--- config.mk ---
export PLATFORM = sky130hd
export DESIGN_NAME = wp_unlock_gate
export DESIGN_NICKNAME = d
export VERILOG_FILES = /design/src/rtl/wp_unlock_pkg.sv /design/src/rtl/wp_key_match.sv /design/src/rtl/wp_seq_fsm.sv /design/src/rtl/wp_fwd_reg.sv /design/src/rtl/wp_unlock_gate.sv
export SDC_FILE = /design/constraint.sdc
export NUM_CORES = 1
export LEC_CHECK = 0
export BUFFER_PORTS_ARGS = -buffer_cell sky130_fd_sc_hd__buf_2
export CAP_MARGIN = 20
export CORE_AREA = 4 4 81 53
export DETAILED_ROUTE_END_ITERATION = 10
export DIE_AREA = 0 0 85 57
export GPL_TIMING_DRIVEN = 0
export HOLD_SLACK_MARGIN = 0.1
export PLACE_DENSITY = 0.63
export SYNTH_ARGS = -nofsm -noshare
export SYNTH_HDL_FRONTEND = slang
export SYNTH_SLANG_ARGS = --single-unit
--- constraint.sdc ---
create_clock -name clk -period 2.65 [get_ports clk]
set_input_delay 0.795 -clock clk [delete_from_list [all_inputs] [get_ports clk]]
set_output_delay 0.795 -clock clk [all_outputs]
set_load 0.01 [all_outputs]
--- src/rtl/wp_unlock_pkg.sv ---
package wp_unlock_pkg;
   typedef enum logic [1:0] {
      ST_LOCKED = 2'd0,
      ST_KEY1   = 2'd1,
      ST_KEY2   = 2'd2,
      ST_OPEN   = 2'd3
   } stage_t;
endpackage

--- src/rtl/wp_key_match.sv ---
module wp_key_match #(
   parameter int          ADDR_W   = 15,
   parameter int          DATA_W   = 8,
   parameter int          KEY_BITS = 15,
   parameter logic [14:0] KEY_ADDR_A = 15'h5555,
   parameter logic [14:0] KEY_ADDR_B = 15'h2AAA,
   parameter logic [7:0]  KEY_D1 = 8'hAA,
   parameter logic [7:0]  KEY_D2 = 8'h55,
   parameter logic [7:0]  KEY_D3 = 8'hA0
) (
   input  logic [ADDR_W-1:0] addr,
   input  logic [DATA_W-1:0] data,
   output logic              hit1,
   output logic              hit2,
   output logic              hit3
);
   localparam int CMP_W = (KEY_BITS < ADDR_W) ? KEY_BITS : ADDR_W;

   initial begin
      if (KEY_BITS < 1 || KEY_BITS > ADDR_W)
         $error("wp_key_match: KEY_BITS must be in 1..ADDR_W");
      if (DATA_W != 8)
         $error("wp_key_match: key data bytes need DATA_W of 8");
   end

   logic at_a, at_b;

   generate
      if (CMP_W == ADDR_W) begin : g_full
         assign at_a = (addr == ADDR_W'(KEY_ADDR_A));
         assign at_b = (addr == ADDR_W'(KEY_ADDR_B));
      end else begin : g_partial
         logic [CMP_W-1:0] ka, kb;
         assign ka   = KEY_ADDR_A[CMP_W-1:0];
         assign kb   = KEY_ADDR_B[CMP_W-1:0];
         assign at_a = (addr[CMP_W-1:0] == ka);
         assign at_b = (addr[CMP_W-1:0] == kb);
      end
   endgenerate

   assign hit1 = at_a && (data == DATA_W'(KEY_D1));
   assign hit2 = at_b && (data == DATA_W'(KEY_D2));
   assign hit3 = at_a && (data == DATA_W'(KEY_D3));
endmodule

--- src/rtl/wp_seq_fsm.sv ---
module wp_seq_fsm
   import wp_unlock_pkg::*;
(
   input  logic   clk,
   input  logic   rst_n,
   input  logic   wr_req,
   input  logic   hit1,
   input  logic   hit2,
   input  logic   hit3,
   input  logic   win_expire,
   input  logic   page_closed,
   output stage_t stage,
   output logic   fwd
);
   stage_t nxt;
   logic   relock;

   assign relock = win_expire || page_closed;
   assign fwd    = wr_req && !relock && (stage == ST_OPEN);

   always_comb begin
      nxt = stage;
      if (relock) begin
         nxt = ST_LOCKED;
      end else if (wr_req) begin
         unique case (stage)
            ST_LOCKED: nxt = hit1 ? ST_KEY1 : ST_LOCKED;
            ST_KEY1:   nxt = hit2 ? ST_KEY2 : ST_LOCKED;
            ST_KEY2:   nxt = hit3 ? ST_OPEN : ST_LOCKED;
            ST_OPEN:   nxt = ST_OPEN;
            default:   nxt = ST_LOCKED;
         endcase
      end
   end

   always_ff @(posedge clk) begin
      if (!rst_n) stage <= ST_LOCKED;
      else        stage <= nxt;
   end

   // each step forward needs a request in the preceding cycle
   a_r4_step_needs_write: assert property (@(posedge clk) disable iff (!rst_n)
      (stage != ST_LOCKED && stage != $past(stage)) |-> $past(wr_req));

   // the open stage is entered only from the second-key stage
   a_r4_open_from_key2: assert property (@(posedge clk) disable iff (!rst_n)
      $rose(stage == ST_OPEN) |-> ($past(stage) == ST_KEY2));

   // a lapsed window always relocks
   a_r7_expire_relock: assert property (@(posedge clk) disable iff (!rst_n)
      win_expire |=> (stage == ST_LOCKED));

   // a closed page always relocks
   a_r8_close_relock: assert property (@(posedge clk) disable iff (!rst_n)
      page_closed |=> (stage == ST_LOCKED));
endmodule

--- src/rtl/wp_fwd_reg.sv ---
module wp_fwd_reg #(
   parameter int ADDR_W = 15,
   parameter int DATA_W = 8
) (
   input  logic              clk,
   input  logic              rst_n,
   input  logic              wr_req,
   input  logic              fwd,
   input  logic [ADDR_W-1:0] addr,
   input  logic [DATA_W-1:0] data,
   output logic              pass_vld,
   output logic [ADDR_W-1:0] pass_addr,
   output logic [DATA_W-1:0] pass_data,
   output logic              swallow
);
   always_ff @(posedge clk) begin
      if (!rst_n) begin
         pass_vld  <= 1'b0;
         swallow   <= 1'b0;
         pass_addr <= '0;
         pass_data <= '0;
      end else begin
         pass_vld <= wr_req && fwd;
         swallow  <= wr_req && !fwd;
         if (wr_req && fwd) begin
            pass_addr <= addr;
            pass_data <= data;
         end
      end
   end

   // a result appears only for a request made one cycle earlier
   a_r9_result_has_request: assert property (@(posedge clk) disable iff (!rst_n)
      (pass_vld || swallow) |-> $past(wr_req));

   // never both outcomes for one request
   a_r9_single_outcome: assert property (@(posedge clk) disable iff (!rst_n)
      !(pass_vld && swallow));
endmodule

--- src/rtl/wp_unlock_gate.sv ---
module wp_unlock_gate
   import wp_unlock_pkg::*;
#(
   parameter int ADDR_W   = 15,
   parameter int DATA_W   = 8,
   parameter int KEY_BITS = 15
) (
   input  logic              clk,
   input  logic              rst_n,
   input  logic              wr_req,
   input  logic [ADDR_W-1:0] wr_addr,
   input  logic [DATA_W-1:0] wr_data,
   input  logic              win_expire,
   input  logic              page_closed,
   output logic              unlocked,
   output logic [1:0]        prot_stage,
   output logic              pass_vld,
   output logic [ADDR_W-1:0] pass_addr,
   output logic [DATA_W-1:0] pass_data,
   output logic              swallow
);
   initial begin
      if (ADDR_W < 15) $error("wp_unlock_gate: key addresses need ADDR_W of at least 15");
   end

   logic   h1, h2, h3, fwd;
   stage_t stage;

   wp_key_match #(
      .ADDR_W(ADDR_W), .DATA_W(DATA_W), .KEY_BITS(KEY_BITS)
   ) u_match (
      .addr(wr_addr), .data(wr_data), .hit1(h1), .hit2(h2), .hit3(h3)
   );

   wp_seq_fsm u_fsm (
      .clk(clk), .rst_n(rst_n), .wr_req(wr_req),
      .hit1(h1), .hit2(h2), .hit3(h3),
      .win_expire(win_expire), .page_closed(page_closed),
      .stage(stage), .fwd(fwd)
   );

   wp_fwd_reg #(.ADDR_W(ADDR_W), .DATA_W(DATA_W)) u_fwd (
      .clk(clk), .rst_n(rst_n), .wr_req(wr_req), .fwd(fwd),
      .addr(wr_addr), .data(wr_data),
      .pass_vld(pass_vld), .pass_addr(pass_addr), .pass_data(pass_data),
      .swallow(swallow)
   );

   assign prot_stage = stage;
   assign unlocked   = (stage == ST_OPEN);

   // a forwarded write implies the gate was open when it arrived
   a_r6_pass_only_open: assert property (@(posedge clk) disable iff (!rst_n)
      pass_vld |-> ($past(prot_stage) == 2'd3));

   // a request while not open never forwards
   a_r5_locked_no_pass: assert property (@(posedge clk) disable iff (!rst_n)
      (wr_req && !unlocked) |=> !pass_vld);
endmodule

==> run_summary.xml <==
<?xml version="1.0" encoding="UTF-8"?>
<metrics>
  <group name="finish">
    <metric name="antenna_cells_inserted" unit="">0</metric>
    <metric name="syn_to_final_growth" unit="%">31.9</metric>
    <metric name="fin_cells" unit="">244</metric>
    <metric name="layout_cells_sized_above_1" unit="%">34.5</metric>
    <metric name="final_common_cell" unit="">sky130_fd_sc_hd__buf_2</metric>
    <metric name="num-nets-final" unit="">226</metric>
    <metric name="layout.filler_cells" unit="">360</metric>
    <metric name="final_cell_mix" unit="">57 x sky130_fd_sc_hd__buf_2, 48 x sky130_fd_sc_hd__nand2_1, 27 x sky130_fd_sc_hd__dfxtp_1, 23 x sky130_fd_sc_hd__a21boi_0, 6 x sky130_fd_sc_hd__clkbuf_1</metric>
  </group>
  <group name="logic_synthesis">
    <metric name="syn-instance-count" unit="">138</metric>
    <metric name="synth.top_cells.by_area" unit="">sky130_fd_sc_hd__dfxtp_1 45%, sky130_fd_sc_hd__nand2_1 15%, sky130_fd_sc_hd__a21boi_0 15%, sky130_fd_sc_hd__and4bb_2 3.2%, sky130_fd_sc_hd__nor4bb_1 1.7%</metric>
    <metric name="synth_area" unit="sq um">1190</metric>
    <metric name="synth-edff-count" unit="">0</metric>
    <metric name="ys.warnings.count" unit="">0</metric>
    <metric name="synth_top_cell_by_area" unit="">sky130_fd_sc_hd__dfxtp_1</metric>
    <metric name="synth.avg_cell_area" unit="sq um">8.62</metric>
    <metric name="yosys_cell_types" unit="">28</metric>
    <metric name="synth_fp_nets" unit="">166</metric>
    <metric name="synth-async-reset-ratio" unit="%">0</metric>
    <metric name="area_share_of_the_leading_cell_type_in_the_synthesized_netlist" unit="%">45.4</metric>
    <metric name="synth-seq-cells" unit="">27</metric>
    <metric name="yosysSeqAreaShare" unit="%">45.4</metric>
    <metric name="dominantRegCellSynth" unit="">sky130_fd_sc_hd__dfxtp_1</metric>
  </group>
  <group name="worst_setup_path">
    <metric name="worstPathArrival" unit="ns">2.10</metric>
    <metric name="crit_path_start_kind" unit="">input pin</metric>
    <metric name="cpPeakStageDelay" unit="ns">0.26</metric>
    <metric name="cell_at_the_slowest_stage_of_the_critical_path" unit="">sky130_fd_sc_hd__buf_2</metric>
    <metric name="critical_path_class" unit="">input pin to flip-flop</metric>
    <metric name="reg2reg_setup_slack" unit="ns">1.15</metric>
    <metric name="r2r-end" unit="">u_fwd.pass_addr[14]$_SDFFE_PN0P_</metric>
    <metric name="critPathBufInv" unit="">3</metric>
    <metric name="reg2regPathDepth" unit="">5</metric>
    <metric name="critical_path.max_fanout" unit="">10</metric>
    <metric name="ordered_list_of_cells_on_the_worst_path" unit="">buf_2 &gt; nor2_1 &gt; and4_2 &gt; clkbuf_1 &gt; buf_2 &gt; nand2_1 &gt; a21boi_0</metric>
    <metric name="crit_top_cell" unit="">sky130_fd_sc_hd__buf_2</metric>
    <metric name="worst_r2r_startpoint" unit="">u_fsm.stage[0]$_SDFFE_PP0P_</metric>
    <metric name="worstSetupStartpoint" unit="">page_closed</metric>
    <metric name="worstPathRequired" unit="ns">2.85</metric>
    <metric name="cp_capture_type" unit="">flip-flop</metric>
    <metric name="cell_family_contributing_the_most_delay_on_the_critical_path" unit="">buffers and inverters</metric>
  </group>
  <group name="placed_design">
    <metric name="gp_congestion" unit="">0.837</metric>
    <metric name="place.detailed.hpwl" unit="um">2610</metric>
    <metric name="port_buffers" unit="">55</metric>
    <metric name="placedCellCount" unit="">240</metric>
    <metric name="preCtsSetupSlack" unit="ns">0.471</metric>
  </group>
  <group name="global_route">
    <metric name="first_pass_grt_wire_length" unit="um">5160</metric>
    <metric name="grt_start_max_net_pins" unit="">15</metric>
    <metric name="grt_util_all_layers" unit="%">13.5</metric>
    <metric name="global_route.overflow_total" unit="">0</metric>
    <metric name="first_global_vias" unit="">1091</metric>
    <metric name="antenna_found_initial" unit="">0</metric>
  </group>
  <group name="clocking">
    <metric name="clock_tree.htree_level_count" unit="">1</metric>
    <metric name="clock_pin_slew_reported_for_the_worst_setup_and_hold_paths_after_clock_tree_synthesis" unit="ns">0.08</metric>
    <metric name="hold_buffers" unit="">0</metric>
    <metric name="cts_setup_buffers" unit="">0</metric>
    <metric name="cts_inserted_buffers" unit="">3</metric>
    <metric name="clk_path_buf_depth" unit="">2</metric>
    <metric name="cts-resized-gates" unit="">0</metric>
    <metric name="tritoncts" unit="">built</metric>
    <metric name="clock_tree.root_cell" unit="">sky130_fd_sc_hd__clkbuf_8</metric>
    <metric name="worstSkewPairLatency" unit="ns">0.27</metric>
    <metric name="cts_sink_cnt" unit="">27</metric>
  </group>
  <group name="floorplan">
    <metric name="chipHeight" unit="um">57</metric>
    <metric name="initial_core_util" unit="%">33.5</metric>
    <metric name="die_x" unit="um">85</metric>
    <metric name="placeableCoreArea" unit="sq um">3550</metric>
    <metric name="placement_rows" unit="">17</metric>
    <metric name="floorplan.io_pins" unit="">56</metric>
    <metric name="floorplan.die_area" unit="sq um">4850</metric>
  </group>
  <group name="timing">
    <metric name="finalCriticalPeriod" unit="ns">1.90</metric>
    <metric name="final-hold-violation-count" unit="">0</metric>
    <metric name="timing.clock.skew" unit="ns">0.00710</metric>
    <metric name="setup_viol" unit="">0</metric>
    <metric name="post-route-worst-setup-slack" unit="ns">0.750</metric>
    <metric name="timing.slew.headroom" unit="%">70.8</metric>
    <metric name="worstMarginPinSlew" unit="ns">0.437</metric>
    <metric name="hold-worst-slack" unit="ns">0.459</metric>
    <metric name="finalMaxSlewViolations" unit="">0</metric>
    <metric name="achievable-frequency" unit="GHz">0.526</metric>
    <metric name="total_negative_setup_slacks" unit="ns">0</metric>
    <metric name="rsz_0062_raised_after_global_routing" unit="">false</metric>
    <metric name="layout_worst_path_cycle_share" unit="%">71.7</metric>
  </group>
  <group name="routing">
    <metric name="dr_total_vias" unit="">1137</metric>
    <metric name="detail_route.wirelength" unit="um">3230</metric>
    <metric name="dr.pass1.iters" unit="">4</metric>
    <metric name="ant_nets" unit="">0</metric>
    <metric name="wl_per_cell" unit="um">13.3</metric>
    <metric name="avgViaCountPerCell" unit="">4.66</metric>
    <metric name="remaining_drc_errors" unit="">0</metric>
    <metric name="first_iter_violations" unit="">31</metric>
  </group>
  <group name="pwr">
    <metric name="ir_worst_vdd" unit="uV">184</metric>
    <metric name="static-leakage-power" unit="uW">0.000654</metric>
    <metric name="power_density" unit="nW/um^2">442</metric>
  </group>
  <group name="hold_path">
    <metric name="classification_of_the_worst_slack_hold_path" unit="">flip-flop to flip-flop</metric>
    <metric name="holdPathEnd" unit="">u_fwd.pass_addr[6]$_SDFFE_PN0P_</metric>
    <metric name="worst_hold_start" unit="">u_fwd.pass_addr[6]$_SDFFE_PN0P_</metric>
    <metric name="min_delay_path_depth" unit="">2</metric>
  </group>
  <group name="status">
    <metric name="run_status" unit="">completed</metric>
  </group>
  <group name="run">
    <metric name="max-cap-violations" unit="">0</metric>
  </group>
</metrics>
-- Yosys cell counts (2+ instances only) --
cell / number
sky130_fd_sc_hd__a21boi_0: 23
sky130_fd_sc_hd__a21oi_1: 3
sky130_fd_sc_hd__and4bb_2: 3
sky130_fd_sc_hd__buf_2: 2
sky130_fd_sc_hd__clkbuf_1: 5
sky130_fd_sc_hd__dfxtp_1: 27
sky130_fd_sc_hd__nand2_1: 48
sky130_fd_sc_hd__nand4_1: 3
sky130_fd_sc_hd__nor2_1: 3
sky130_fd_sc_hd__nor4bb_1: 2
sky130_fd_sc_hd__o21ai_0: 2
-- cell families after synthesis --
kind of cell    Yosys count  synth area share [%]
simple gates             73                  33.5
compound gates           29                  17.4
buf+inv                   9                  3.68
flops                    27                  45.4
-- worst max path at each step --
stage                                                   to  slack (ns)  cells after the start
after detailed placement   u_fwd.pass_addr[7]$_SDFFE_PN0P_        0.47                      7
final                     u_fwd.pass_addr[14]$_SDFFE_PN0P_        0.75                      7
after global placement     u_fwd.pass_data[7]$_SDFFE_PN0P_        0.50                      7
after CTS                  u_fwd.pass_addr[7]$_SDFFE_PN0P_        0.78                      7
after floorplan                u_fsm.stage[1]$_SDFFE_PP0P_        0.79                      4
after global routing      u_fwd.pass_addr[14]$_SDFFE_PN0P_        0.55                      7
-- sequential cells by signal (all words and copies together), names as in the netlist --
signal           cells
u_fwd.pass_vld       1
u_fwd.pass_addr     15
u_fsm.stage          2
u_fwd.swallow        1
u_fwd.pass_data      8
-- report_power, final --
group          internal (uW)  switching (uW)  total, uW  leakage [uW]
Clock                    108             124        232     0.0000228
Sequential               406           0.145        406      0.000218
Combinational           27.7            26.9       54.6      0.000413
-- per-stage QoR --
stage | total power (uW) | utilization [%] | instance area, sq um
floorplan | 435 | - | 1190
global route | 715 | 44.2 | 1570
finish | 693 | 44.2 | 1570
global placement | 470 | 42.9 | 1520
detailed placement | 470 | 42.9 | 1520
CTS | 702 | 44.2 | 1570
-- layer usage --
| layer | global-route usage (%) | up-vias | part of all wire (%) |
|---|---|---|---|
| met5 | 0 | - | 0 |
| met4 | 4.06 | 0 | 1.2 |
| met3 | 4.76 | 4 | 7.1 |
| met2 | 17.1 | 39 | 37 |
| met1 | 20.7 | 500 | 55 |
| li1 | - | 594 | - |
-- worst register-to-register path: stages (launching register included) --
cell and delay, ns:
sky130_fd_sc_hd__dfxtp_1 0.45, sky130_fd_sc_hd__and4_2 0.25, sky130_fd_sc_hd__clkbuf_1 0.22, sky130_fd_sc_hd__buf_2 0.26, sky130_fd_sc_hd__nand2_1 0.09, sky130_fd_sc_hd__a21boi_0 0.16
-- final cells by class --
class / instances / area (sq um) / area share [%]
buffer: 8 / 40.0 / 2.55
clock buffer: 4 / 45.0 / 2.87
inverter: 1 / 3.75 / 0.239
multi-input combinational: 102 / 606 / 38.6
sequential: 27 / 541 / 34.4
tap: 47 / 58.8 / 3.75
timing repair buffer: 55 / 275 / 17.5
(Power assumes the default switching activity.)
